<file path="src/rtl/segfetch_pkg.sv">
// Package: shared types for the segment descriptor fetch unit.
// Assumes a 16-bit selector and a four-word, 16-bit-per-word descriptor.
package segfetch_pkg;

    localparam int SEL_W   = 16;
    localparam int WORD_W  = 16;
    localparam int N_WORDS = 4;
    localparam int IDX_W   = SEL_W - 3;

    typedef enum logic [2:0] {
        ST_IDLE = 3'd0,
        ST_RD0  = 3'd1,
        ST_RD1  = 3'd2,
        ST_RD2  = 3'd3,
        ST_RD3  = 3'd4,
        ST_FIN  = 3'd5
    } fetch_st_t;

    typedef struct packed {
        logic [23:0] base;
        logic [15:0] limit;
        logic [2:0]  kind;
        logic        is_mem;
        logic [1:0]  priv;
        logic        present;
    } seg_desc_t;

endpackage

</file>
<file path="src/rtl/sel_parse.sv">
// Module: sel_parse
// Splits a selector on an accepted load, picks the table base and
// registers the entry byte address and the requested privilege.
// Assumes 8-byte entries; address arithmetic wraps at ADDR_W bits.
module sel_parse
    import segfetch_pkg::*;
#(
    parameter int ADDR_W = 32
) (
    input  logic              clk,
    input  logic              rst_n,
    input  logic              capture,
    input  logic [SEL_W-1:0]  selector,
    input  logic [ADDR_W-1:0] glob_base,
    input  logic [ADDR_W-1:0] loc_base,
    output logic [ADDR_W-1:0] entry_addr,
    output logic [1:0]        req_priv
);
    localparam int SHIFT = 3;

    logic [IDX_W-1:0]  idx;
    logic              use_local;
    logic [ADDR_W-1:0] tbl_base;
    logic [ADDR_W-1:0] idx_off;

    // Purpose: field split and entry address arithmetic.
    always_comb begin
        idx       = selector[SEL_W-1:3];
        use_local = selector[2];
        tbl_base  = use_local ? loc_base : glob_base;
        idx_off   = ADDR_W'(idx) << SHIFT;
    end

    // Purpose: hold the entry address and privilege for the whole fetch.
    always_ff @(posedge clk) begin
        if (!rst_n) begin
            entry_addr <= '0;
            req_priv   <= '0;
        end else if (capture) begin
            entry_addr <= tbl_base + idx_off;
            req_priv   <= selector[1:0];
        end
    end

    // Privilege only moves on an accepted load.
    p_priv_hold_r6: assert property (@(posedge clk) disable iff (!rst_n)
        !capture |=> $stable(req_priv));
endmodule

</file>
<file path="src/rtl/fetch_ctrl.sv">
// Module: fetch_ctrl
// Sequencer for the four-word descriptor read.
// Each read state waits for the acknowledge before advancing, and a
// one-cycle finish state reports done or fault.
// Assumes rd_ack is only meaningful while rd_req is high.
module fetch_ctrl
    import segfetch_pkg::*;
(
    input  logic       clk,
    input  logic       rst_n,
    input  logic       load,
    input  logic       rd_ack,
    input  logic       resv_nz,
    output logic       capture,
    output logic       rd_req,
    output logic       word_we,
    output logic [1:0] word_idx,
    output logic       done,
    output logic       fault
);
    fetch_st_t st, st_nxt;

    // Purpose: next-state selection.
    always_comb begin
        st_nxt = st;
        unique case (st)
            ST_IDLE: if (load)   st_nxt = ST_RD0;
            ST_RD0:  if (rd_ack) st_nxt = ST_RD1;
            ST_RD1:  if (rd_ack) st_nxt = ST_RD2;
            ST_RD2:  if (rd_ack) st_nxt = ST_RD3;
            ST_RD3:  if (rd_ack) st_nxt = ST_FIN;
            ST_FIN:              st_nxt = ST_IDLE;
            default:             st_nxt = ST_IDLE;
        endcase
    end

    // Purpose: state register.
    always_ff @(posedge clk) begin
        if (!rst_n) st <= ST_IDLE;
        else        st <= st_nxt;
    end

    // Purpose: decode the state into strobes and the word index.
    always_comb begin
        capture  = (st == ST_IDLE) && load;
        rd_req   = (st == ST_RD0) || (st == ST_RD1) ||
                   (st == ST_RD2) || (st == ST_RD3);
        word_we  = rd_req && rd_ack;
        word_idx = rd_req ? 2'(st - ST_RD0) : 2'd0;
        done     = (st == ST_FIN) && !resv_nz;
        fault    = (st == ST_FIN) &&  resv_nz;
    end

    // Pulses last a single cycle.
    p_pulse_once_r7: assert property (@(posedge clk) disable iff (!rst_n)
        (done || fault) |=> !(done || fault));
    // No request follows a finish without a new load.
    p_quiet_after_r8: assert property (@(posedge clk) disable iff (!rst_n)
        (done || fault) |=> !rd_req);
endmodule

</file>
<file path="src/rtl/desc_words.sv">
// Module: desc_words
// Stores the returned words and unpacks them into the descriptor fields.
// Assumes word 0 is the lowest 16 bits of the 64-bit entry.
module desc_words
    import segfetch_pkg::*;
(
    input  logic              clk,
    input  logic              rst_n,
    input  logic              word_we,
    input  logic [1:0]        word_idx,
    input  logic [WORD_W-1:0] rd_data,
    output seg_desc_t         desc,
    output logic              resv_nz
);
    logic [WORD_W-1:0] w [N_WORDS];

    for (genvar g = 0; g < N_WORDS; g++) begin : g_word
        // Purpose: capture word g when it is acknowledged.
        always_ff @(posedge clk) begin
            if (!rst_n)                                  w[g] <= '0;
            else if (word_we && (word_idx == 2'(g)))     w[g] <= rd_data;
        end
    end

    // Purpose: field unpacking and the reserved-word test.
    always_comb begin
        desc.limit   = w[0];
        desc.base    = {w[2][7:0], w[1]};
        desc.kind    = w[2][11:9];
        desc.is_mem  = w[2][12];
        desc.priv    = w[2][14:13];
        desc.present = w[2][15];
        resv_nz      = |w[3];
    end

    // Decoded fields do not move without a write.
    p_fields_hold_r8: assert property (@(posedge clk) disable iff (!rst_n)
        !word_we |=> $stable(desc));
endmodule

</file>
<file path="src/rtl/seg_desc_fetch.sv">
// Module: seg_desc_fetch (top)
// Selector-to-descriptor fetch: parse, address, four handshaked reads,
// unpack. Assumes a byte-addressed read port returning 16-bit words.
module seg_desc_fetch
    import segfetch_pkg::*;
#(
    parameter int ADDR_W = 32
) (
    input  logic              clk,
    input  logic              rst_n,
    input  logic              load,
    input  logic [15:0]       selector,
    input  logic [ADDR_W-1:0] glob_base,
    input  logic [ADDR_W-1:0] loc_base,
    output logic              rd_req,
    output logic [ADDR_W-1:0] rd_addr,
    input  logic              rd_ack,
    input  logic [15:0]       rd_data,
    output logic [23:0]       seg_base,
    output logic [15:0]       seg_limit,
    output logic [2:0]        seg_type,
    output logic              seg_is_mem,
    output logic [1:0]        seg_priv,
    output logic              seg_present,
    output logic [1:0]        sel_priv,
    output logic              done,
    output logic              fault
);
    localparam int BYTES_PER_WORD = WORD_W / 8;

    logic              capture, word_we, resv_nz;
    logic [1:0]        word_idx;
    logic [ADDR_W-1:0] entry_addr;
    seg_desc_t         desc;

    sel_parse #(.ADDR_W(ADDR_W)) u_parse (
        .clk(clk), .rst_n(rst_n), .capture(capture), .selector(selector),
        .glob_base(glob_base), .loc_base(loc_base),
        .entry_addr(entry_addr), .req_priv(sel_priv)
    );

    fetch_ctrl u_ctrl (
        .clk(clk), .rst_n(rst_n), .load(load), .rd_ack(rd_ack),
        .resv_nz(resv_nz), .capture(capture), .rd_req(rd_req),
        .word_we(word_we), .word_idx(word_idx), .done(done), .fault(fault)
    );

    desc_words u_words (
        .clk(clk), .rst_n(rst_n), .word_we(word_we), .word_idx(word_idx),
        .rd_data(rd_data), .desc(desc), .resv_nz(resv_nz)
    );

    // Purpose: word address and field fan-out.
    always_comb begin
        rd_addr     = entry_addr + ADDR_W'(word_idx) * ADDR_W'(BYTES_PER_WORD);
        seg_base    = desc.base;
        seg_limit   = desc.limit;
        seg_type    = desc.kind;
        seg_is_mem  = desc.is_mem;
        seg_priv    = desc.priv;
        seg_present = desc.present;
    end

    // Request and address hold while waiting.
    p_req_hold_r3: assert property (@(posedge clk) disable iff (!rst_n)
        (rd_req && !rd_ack) |=> (rd_req && $stable(rd_addr)));
    // Each acknowledged word but the last steps the address by 2.
    p_addr_step_r3: assert property (@(posedge clk) disable iff (!rst_n)
        (rd_req && rd_ack && rd_req && !(done || fault)) ##1 rd_req
        |-> rd_addr == $past(rd_addr) + ADDR_W'(2));
    // Completion and fault never together.
    p_excl_r7: assert property (@(posedge clk) disable iff (!rst_n)
        !(done && fault));
endmodule

</file>
<file path="config.mk">
export PLATFORM = sky130hd
export DESIGN_NAME = seg_desc_fetch
export DESIGN_NICKNAME = d
export VERILOG_FILES = /design/src/rtl/segfetch_pkg.sv /design/src/rtl/sel_parse.sv /design/src/rtl/fetch_ctrl.sv /design/src/rtl/desc_words.sv /design/src/rtl/seg_desc_fetch.sv
export SDC_FILE = /design/constraint.sdc
export NUM_CORES = 1
export LEC_CHECK = 0
export CAP_MARGIN = 30
export CORE_MARGIN = 2
export CORE_UTILIZATION = 40
export DETAILED_ROUTE_END_ITERATION = 6
export DONT_BUFFER_PORTS = 1
export PLACE_DENSITY = 0.58
export SKIP_CTS_REPAIR_TIMING = 1
export SLEW_MARGIN = 20
export SYNTH_ARGS = -nofsm -noshare
export SYNTH_HDL_FRONTEND = slang
export SYNTH_SLANG_ARGS = --single-unit
</file>
<file path="constraint.sdc">
create_clock -name clk -period 7.7 [get_ports clk]
set_input_delay 0.385 -clock clk [delete_from_list [all_inputs] [get_ports clk]]
set_output_delay 0.385 -clock clk [all_outputs]
set_load 0.02 [all_outputs]
</file>
# [Word-level counts from Yosys, hierarchy flattened]
# Memory sizes are Yosys's and may differ from the RTL's.
# Index checks and enable logic that the tools add are counted.
[op_classes] n_eq_ne=13 n_addsub=3 reduce_logical=16 bitwise_logic=4 muxes=25
[op_table] op="$mux 16" n=4
[op_table] op="$add 32x16->32" n=1
[op_table] op="$add 32x3->32" n=1
[op_table] op="$mux 32" n=1
[op_table] op="$reduce_or 16->1" n=1
[op_table] op="$mux 3" n=5
[op_table] op="$pmux 3 s5" n=1
[op_table] op="$mux 1" n=13
[op_table] op="$ne 2x2->1 const B" n=5
[op_table] op="$logic_and 1x1->1" n=8
[op_table] op="$eq 3x2->1 const B" n=2
[op_table] op="$eq 3x3->1 const B" n=2
[op_table] op="$reduce_and 5->1" n=1
[op_table] op="$eq 2x2->1 const B" n=2
[op_table] op="$or 1x1->1" n=4
[op_table] op="$eq 3x1->1 const B" n=1
[op_table] op="$logic_not 3->1" n=1
[op_table] op="$logic_or 1x1->1" n=3
[op_table] op="$eq 2x1->1 const B" n=1
[op_table] op="$logic_not 2->1" n=1
[op_table] op="$mux 2" n=1
[op_table] op="$sub 2x1->2 const B" n=1
[op_table] op="$logic_not 1->1" n=1
[totals] out_inout_bits=84 in_bits=100 n_memories=1 mem_bits_rw=64 regBits=37
[memory_table] name="u_words.w" depth=4 word_bits=16 read_ports=4 rd_ports_with_merged_regs=0 write_ports=4 line="desc_words.sv:15" source="logic [WORD_W-1:0] w [N_WORDS];"

# [Depth between registers and ports, before layout]
# Gate-level depths: netlist of the first run.
[logic_depth] depth_word=11 ltp_mapped=14 mapped_depth_nobuf=12

# [By module]
# From an unflattened synthesis of the first run, not the netlist that was laid out.
[hier_totals] cells_unflattened=572 area_unflattened_um2=6118.4
[modules_own_cells] mod="sel_parse" seq_area_each_um2=680.7 n_inst=1 area_each_um2=2708.8 cells_each=300
[modules_own_cells] mod="desc_words" seq_area_each_um2=1891.8 n_inst=1 area_each_um2=2451.1 cells_each=146
[modules_own_cells] mod="seg_desc_fetch" seq_area_each_um2=0.0 n_inst=1 area_each_um2=681.9 cells_each=94
[modules_own_cells] mod="fetch_ctrl" seq_area_each_um2=60.1 n_inst=1 area_each_um2=276.5 cells_each=32

# [Worst setup path after synthesis of the first run]
# OpenSTA, ideal clock, no wires.
[synth_path] path_kind="input to register" start="input port selector[2]" end="register u_parse.entry_addr[24]" arrival_ps=3438 cell_stages=14 t_required_ps=7638 n_path_buf=6 setup_slack_ps=4200 path_cell_list="buf_2 buf_2 buf_2 buf_2 mux2_2 ha_1 clkbuf_1 nand2_1 nor3_1 nand3_1 a21o_1 clkbuf_1 or4_1 nand3_1"
[synth_between] elab_chain_len=2
[synth_rtl] element="start, declared" line="seg_desc_fetch.sv:12" source="input logic [15:0] selector,"
[synth_rtl] element="$mux 32" line="sel_parse.sv:30" source="tbl_base = use_local ? loc_base : glob_base;"
[synth_rtl] element="$add 32x16->32" line="sel_parse.sv:40" source="entry_addr <= tbl_base + idx_off;"
[synth_rtl] element="end signal, assigned" line="sel_parse.sv:40"
[synth_rtl] element="end, declared" line="sel_parse.sv:16" source="output logic [ADDR_W-1:0] entry_addr,"
# No other way between the ends.
# A chain may end at the register's enable or synchronous reset.

# [Final worst setup path of the first run]
[layout_path] start="register u_ctrl.st[0]" end="output port rd_addr[29]"
[layout_between] elab_chain_len=6 word_cells_on_any_way=10 classes_between="2 x add/sub; 4 x eq/ne; 1 x mux; 3 x reduce/logical"
[layout_rtl] element="start, declared" line="fetch_ctrl.sv:21" source="fetch_st_t st, st_nxt;"
[layout_rtl] element="start signal, assigned" line="fetch_ctrl.sv:40" source="else st <= st_nxt;"
[layout_rtl] element="$eq 3x1->1 or $eq 3x2->1 (tied branches)" line="fetch_ctrl.sv:46" source="rd_req = (st == ST_RD0) || (st == ST_RD1) ||"
[layout_rtl] element="$logic_or 1x1->1 (2 in a row)" line="fetch_ctrl.sv:46"
[layout_rtl] element="$logic_or 1x1->1" line="fetch_ctrl.sv:47" source="(st == ST_RD2) || (st == ST_RD3);"
[layout_rtl] element="$mux 2 (*)" line="fetch_ctrl.sv:49" source="word_idx = rd_req ? 2'(st - ST_RD0) : 2'd0;"
[layout_rtl] element="$add 32x3->32 (*)" line="seg_desc_fetch.sv:55" source="rd_addr = entry_addr + ADDR_W'(word_idx) * ADDR_W'(BYTES_PER_WORD);"
[layout_rtl] element="end, declared" line="seg_desc_fetch.sv:16" source="output logic [ADDR_W-1:0] rd_addr,"
# Mark *: on every way between the ends. The rest lies on a longest branch, timed or not.

==> flow_summary.toml, run 1 <==
[setup_path]
cp-start-kind = "flip-flop"
worstSetupEndpointType = "output port"
cp_data_arrival_time_ns = 3.43
cp.buffers_inverters = 1
largest_fanout_on_the_critical_path = 6
critical_path_required_ns = 7.32
critical-path-slowest-cell = "sky130_fd_sc_hd__or4_4"
cp_slowest_stage_delay_ns = 0.53
worstSetupPathType = "flip-flop to output port"
crit_chain = "inv_1 > ha_1 > or4_4 > and3_4 > xor2_1 > ha_1 > a41o_1 > and4_1 > nand2_1 > nor2_1 > xor2_1"
cp_top_family = "simple AND/OR/NAND/NOR gates"

[final_layout]
drive_gt1_share_pct = 8.97
layout_commonest_cell = "sky130_fd_sc_hd__and2_1"
area.growth.synth_to_final_pct = 8.04
finish.net_count = 728
most-common-layout-cells = "sky130_fd_sc_hd__and2_1 (66), sky130_fd_sc_hd__edfxtp_1 (63), sky130_fd_sc_hd__nand2_1 (48)"
n_antenna_cell = 0
fillerInstances = 1369

[route]
routed_wl_um = 14700
post-route-drc-count = 0
routed-via-count = 4653
drt-wirelength-per-cell_um = 18.5
drt-vias-per-instance = 5.84
firstDrtPassIters = 5
postRouteAntennaNets = 0
iteration_0_drc_count_of_the_detailed_router = 243

[synth]
syn-mean-instance-area_um2 = 9.68
synth-async-reset-ratio_pct = 0
yosysWarningCount = 0
synthDistinctLibCells = 65
post_synth_and_or_nand_nor_area_fraction_pct = 24.6
synth.ff_latch_count = 100
combinational_family_with_the_most_area_after_synthesis = "simple AND/OR/NAND/NOR gates"
synth_mux_area_share_pct = 5.54
synthAdderAreaFrac_pct = 4.49
synth-xor-area-share_pct = 5.41
synth-seq-area-share_pct = 44.0
number_of_enable_type_register_cells_in_the_synthesized_netlist = 63
synthFlopType = "sky130_fd_sc_hd__edfxtp_1"
synth_area_um2 = 5990
postSynthNetCount = 739
netlist_instances = 619
synth-compound-area-share_pct = 12.8

[timing]
timing.final.max_slew_violations = 0
setup_total_negative_slack_ns = 0
skew_ns = 0.0122
final_period_utilization_pct = 49.5
setup_repair_after_global_routing_missed_its_margin = "no"
finalWorstPathRequiredPeriod_ns = 3.81
relative_slew_margins_pct = 44.5
worst-slew-pin-transition_ns = 0.832
setup_viol_count_final = 0
hold_viol_final = 0
max_clock_freq_mhz = 262

[clock_network]
worst_skew_pair_later_pin_latency_ns = 0.35
clock_path_buffers = 2
cts-htree-levels = 3
cts_buffers = 9
cts_tree = "built"
clk_pin_slew_ns = 0.07
tritoncts_num_sinks = 100
ctsRootBufferMaster = "sky130_fd_sc_hd__clkbuf_16"

[floorplanning]
die_h_um = 126
io_pins = 184
initial_utilization_pct = 41.1
die_width_um = 126
dieArea_um2 = 16000
core-area_um2 = 14600
rows = 44

[pwr]
p_sw_mw = 0.711
power.share.switching_pct = 39.1
p_seq_share_pct = 44.7
leakage_nw = 2.41
total_power_mw = 1.82
internal_pwr_total_mw = 1.11
worst_ir_drop_vdd_v = 0.000153
clkPwrFrac_pct = 25.3
power_frac_comb_pct = 30.0
power_per_cell_area_nw_per_um2 = 281

[flow_run]
max_cap_violations = 0

[global_routing]
pin_count_of_the_biggest_net_entering_global_routing = 51
grt_remaining_overflow = 0
grt_pass1_vias = 4387
grt_use_total_pct = 18.0
antenna_found_initial = 0
global_route_wire_length_before_repair_um = 22900

[placed_design]
numPortBuffers = 0
finalWeightedCongestion = 0.824
dp_hpwl_um = 11200

[min_path]
min-delay-path-class = "primary input to flip-flop"

[status]
status = "finished, final reports clean"
[per-stage QoR]
stage	hold slack (ns)	instance area, µm²	util [%]	setup slack (ns)	std cells
finish	0.168	6470	44.4	3.89	797
global route	0.157	6470	44.4	3.74	797
CTS	0.150	6460	44.3	3.88	795
detailed placement	0.481	6140	42.1	4.28	779
global placement	0.474	6130	42.0	4.38	778
floorplan	0.457	5990	-	4.20	619
[state kept, by name (all words and copies together) (netlist names)]
signal and count:
u_words.w 63, u_ctrl.st 3, u_parse.entry_addr 32, u_parse.req_priv 2
[power groups by stage]
stage	combinational [mW]	clock [mW]	sequential, mW
after global placement	0.534	0	0.822
after detailed placement	0.545	0	0.825
final	0.545	0.460	0.812
after CTS	0.548	0.471	0.813
after global routing	0.598	0.491	0.825
after floorplan	0.445	0	0.797
[logic make-up after synthesis]
| kind of cell | count (synthesis) |
|---|---|
| buffers and inverters | 46 |
| DFF | 100 |
| and+or+nand+nor | 271 |
| AOI/OAI and AO/OA | 113 |
| xor gates and xnor gates | 37 |
| adders and majority gates | 21 |
| muxes | 31 |
[cell usage after synthesis, types with 2 or more instances]
cell type / count / share of area, %
sky130_fd_sc_hd__a211o_1: 4 / 0.58
sky130_fd_sc_hd__a211oi_1: 7 / 0.88
sky130_fd_sc_hd__a21o_1: 6 / 0.75
sky130_fd_sc_hd__a21oi_1: 33 / 2.8
sky130_fd_sc_hd__a311o_1: 3 / 0.50
sky130_fd_sc_hd__a31o_2: 3 / 0.44
sky130_fd_sc_hd__a31oi_1: 2 / 0.21
sky130_fd_sc_hd__a32oi_1: 3 / 0.44
sky130_fd_sc_hd__and2_1: 66 / 6.9
sky130_fd_sc_hd__and3_1: 7 / 0.73
sky130_fd_sc_hd__and4_1: 2 / 0.29
sky130_fd_sc_hd__buf_2: 6 / 0.50
sky130_fd_sc_hd__clkbuf_1: 23 / 1.4
sky130_fd_sc_hd__dfxtp_1: 37 / 12
sky130_fd_sc_hd__edfxtp_1: 63 / 32
sky130_fd_sc_hd__ha_1: 19 / 4.0
sky130_fd_sc_hd__inv_1: 15 / 0.94
sky130_fd_sc_hd__mux2_2: 16 / 3.0
sky130_fd_sc_hd__mux2i_1: 14 / 2.3
sky130_fd_sc_hd__nand2_1: 48 / 3.0
sky130_fd_sc_hd__nand2b_1: 2 / 0.21
sky130_fd_sc_hd__nand3_1: 45 / 3.8
sky130_fd_sc_hd__nand3_2: 2 / 0.33
sky130_fd_sc_hd__nand3b_1: 4 / 0.50
sky130_fd_sc_hd__nand4_1: 15 / 1.6
sky130_fd_sc_hd__nand4b_1: 2 / 0.29
sky130_fd_sc_hd__nor2_1: 40 / 2.5
sky130_fd_sc_hd__nor2b_1: 6 / 0.63
sky130_fd_sc_hd__nor3_1: 10 / 0.84
sky130_fd_sc_hd__nor4_1: 4 / 0.42
sky130_fd_sc_hd__o2111ai_1: 2 / 0.29
sky130_fd_sc_hd__o211ai_1: 6 / 0.75
sky130_fd_sc_hd__o21a_1: 4 / 0.50
sky130_fd_sc_hd__o21ai_0: 17 / 1.4
sky130_fd_sc_hd__o311ai_0: 5 / 0.73
sky130_fd_sc_hd__o311ai_1: 2 / 0.29
sky130_fd_sc_hd__o31ai_1: 4 / 0.50
sky130_fd_sc_hd__or3_1: 4 / 0.42
sky130_fd_sc_hd__or4_1: 7 / 0.88
sky130_fd_sc_hd__xnor2_1: 24 / 3.5
sky130_fd_sc_hd__xor2_1: 13 / 1.9
[routing by layer]
layer | GRT usage [%] | vias to the layer above | part of all wire, % | routed length (µm)
li1 | - | 2249 | - | -
met3 | 4.05 | 22 | 6.8 | 1010
met4 | 6.66 | 0 | 1.8 | 268
met2 | 29.9 | 198 | 48 | 7070
met1 | 23.1 | 2184 | 43 | 6380
met5 | 0 | - | 0 | 0
[final timing paths]
path                                                         start                                   to  slack [ns]  cells past startpoint
worst max register to register           u_ctrl.st[0]$_SDFFE_PN0P_       u_words.w[1][13]$_SDFFCE_PN0P_        5.12                      9
worst max-delay path                     u_ctrl.st[0]$_SDFFE_PN0P_                          rd_addr[29]        3.89                     11
worst min register to register  u_parse.entry_addr[8]$_SDFFE_PN0P_   u_parse.entry_addr[8]$_SDFFE_PN0P_        0.49                      2
worst min-delay path                                         rst_n  u_parse.entry_addr[11]$_SDFFE_PN0P_        0.17                      1
[final cells by class]
| cell class | instances | area (µm²) | share of cell area (%) |
|---|---|---|---|
| multi-input cells | 473 | 3170 | 49.0 |
| inverters | 15 | 56.3 | 0.870 |
| flip-flops and latches | 100 | 2630 | 40.7 |
| clock buffers | 9 | 225 | 3.48 |
| clock inverters | 7 | 88.8 | 1.37 |
| repair buffers | 9 | 67.6 | 1.04 |
| well taps | 184 | 230 | 3.56 |
(Power assumes the default switching activity.)
==> run 2, diff against run 1 <==
PLACE_DENSITY = 0.6   (was 0.58)
clock period = 3.1 ns   (was 7.7 ns; I/O delays follow)
==> flow_summary.toml, run 2 (synthesis results as in run 1) <==
[status]
status = "complete, but fails checks"
violations = "hold timing"

[setup_path]
cp_slowest_stage_delay_ns = 0.51
internal_reg_to_reg_setup_slack_ns = 0.70
cp_data_arrival_time_ns = 2.88
worstSetupPathType = "flip-flop to output port"
crit_chain = "inv_4 > ha_4 > or4_4 > and3_4 > xor2_2 > ha_2 > a41o_1 > and4_4 > nand2_4 > nor2_4 > xor2_1 > buf_4"
critical_path_required_ns = 2.94
critical-path-slowest-cell = "sky130_fd_sc_hd__or4_4"
worstSetupEndpointType = "output port"
largest_fanout_on_the_critical_path = 4
cp-start-kind = "flip-flop"

[global_routing]
grt_remaining_overflow = 0
grt_use_total_pct = 18.4
global_route_wire_length_before_repair_um = 23600
grt_pass1_vias = 4523
antenna_found_initial = 0
pin_count_of_the_biggest_net_entering_global_routing = 51

[floorplanning]
die_h_um = 126
io_pins = 184
initial_utilization_pct = 41.1
die_width_um = 126
rows = 44
dieArea_um2 = 16000
core-area_um2 = 14600

[clock_network]
worst_skew_pair_later_pin_latency_ns = 0.35
clk_pin_slew_ns = 0.07
tritoncts_num_sinks = 100
cts-htree-levels = 3
cts_tree = "built"
clock_path_buffers = 2
ctsRootBufferMaster = "sky130_fd_sc_hd__clkbuf_16"
cts_buffers = 9

[timing]
max_clock_freq_mhz = 330
timing.final.max_slew_violations = 0
worst-slew-pin-transition_ns = 0.862
setup_viol_count_final = 0
setup_repair_after_global_routing_missed_its_margin = "yes"
hold_viol_final = 8
skew_ns = 0.00830
finalWorstPathRequiredPeriod_ns = 3.03
timing.hold.ws_ns = -0.0178
final_period_utilization_pct = 97.8
relative_slew_margins_pct = 42.4
timing.final.ws_setup_ns = 0.0697

[placed_design]
placement.setup.worst_slack_ns = 0.0201
dp_hpwl_um = 11300
finalWeightedCongestion = 0.840
numPortBuffers = 0

[final_layout]
register_with_the_most_flip_flops = "u_words.w"
finish.net_count = 775
layout_commonest_cell = "sky130_fd_sc_hd__and2_1"
n_antenna_cell = 0
most-common-layout-cells = "sky130_fd_sc_hd__and2_1 (66), sky130_fd_sc_hd__edfxtp_1 (63), sky130_fd_sc_hd__nand2_1 (46)"
largest_reg_flops = 63
top_regs = "u_words.w x63, u_parse.entry_addr x32, u_ctrl.st x3"
drive_gt1_share_pct = 16.7
area.growth.synth_to_final_pct = 16.9
post-route-util_pct = 48.0

[pwr]
leakage_nw = 2.67
worst_ir_drop_vdd_v = 0.000302
total_power_mw = 4.82
power_per_cell_area_nw_per_um2 = 689

[route]
drt-wirelength-per-cell_um = 18.4
post-route-drc-count = 0
firstDrtPassIters = 5
routed_wl_um = 15600
routed-via-count = 4821
drt-vias-per-instance = 5.71
postRouteAntennaNets = 0
iteration_0_drc_count_of_the_detailed_router = 246

[flow_run]
max_cap_violations = 0

[min_path]
min-delay-path-class = "primary input to flip-flop"
-- run 2: layout make-up --
class,count,area (µm²)
clock buffer,9,225
tap,184,230
multi-input combinational,473,3300
timing repair buffer,56,464
sequential,100,2640
inverter,15,58.8
clock inverter,7,86.3
fill,1350,7590
-- run 2: stage by stage --
| step | instances | hold slack [ns] | TNS [ns] | area [µm²] |
|---|---|---|---|---|
| 3_3_place_gp | 802 | 0.285 | 0 | 6310 |
| 4_1_cts | 818 | -0.0688 | -3.58 | 6630 |
| 2_1_floorplan | 619 | 0.291 | 0 | 6000 |
| 6_report | 844 | -0.0178 | 0 | 7000 |
| 5_1_grt | 844 | 0.000210 | -0.222 | 7000 |
| 3_5_place_dp | 802 | 0.293 | 0 | 6310 |
-- run 2: layer usage --
| metal | up-vias | GRT usage (%) | share of wire (%) |
|---|---|---|---|
| met5 | - | 0 | 0 |
| met4 | 0 | 7.24 | 1.7 |
| met3 | 16 | 3.92 | 5.3 |
| met2 | 181 | 30.9 | 50 |
| met1 | 2277 | 23.3 | 43 |
| li1 | 2347 | - | - |
-- run 2: path summary, 6_finish.rpt --
path,startpoint,end,cells past startpoint
setup / recovery,u_ctrl.st[1]$_SDFFE_PN0P_,rd_addr[29],12
hold / removal,rst_n,u_parse.entry_addr[14]$_SDFFE_PN0P_,2
setup reg to reg,u_ctrl.st[0]$_SDFFE_PN0P_,u_words.w[2][2]$_SDFFCE_PN0P_,10
hold reg to reg,u_parse.entry_addr[8]$_SDFFE_PN0P_,u_parse.entry_addr[8]$_SDFFE_PN0P_,2
-- run 2: report_power, final --
part	internal (mW)	switching, mW	total [mW]
combinational	0.650	0.991	1.64
sequential	1.71	0.333	2.05
clock	0.578	0.558	1.14
total	2.94	1.88	4.82
-- run 2: critical path, delay by kind of cell, from the launching register on --
family | cells | cell delay, ns
compound gates | 1 | 0.15
xor+xnor | 2 | 0.27
fa+ha+maj | 2 | 0.32
buf+inv | 2 | 0.21
flops | 1 | 0.40
simple gates | 5 | 1.17
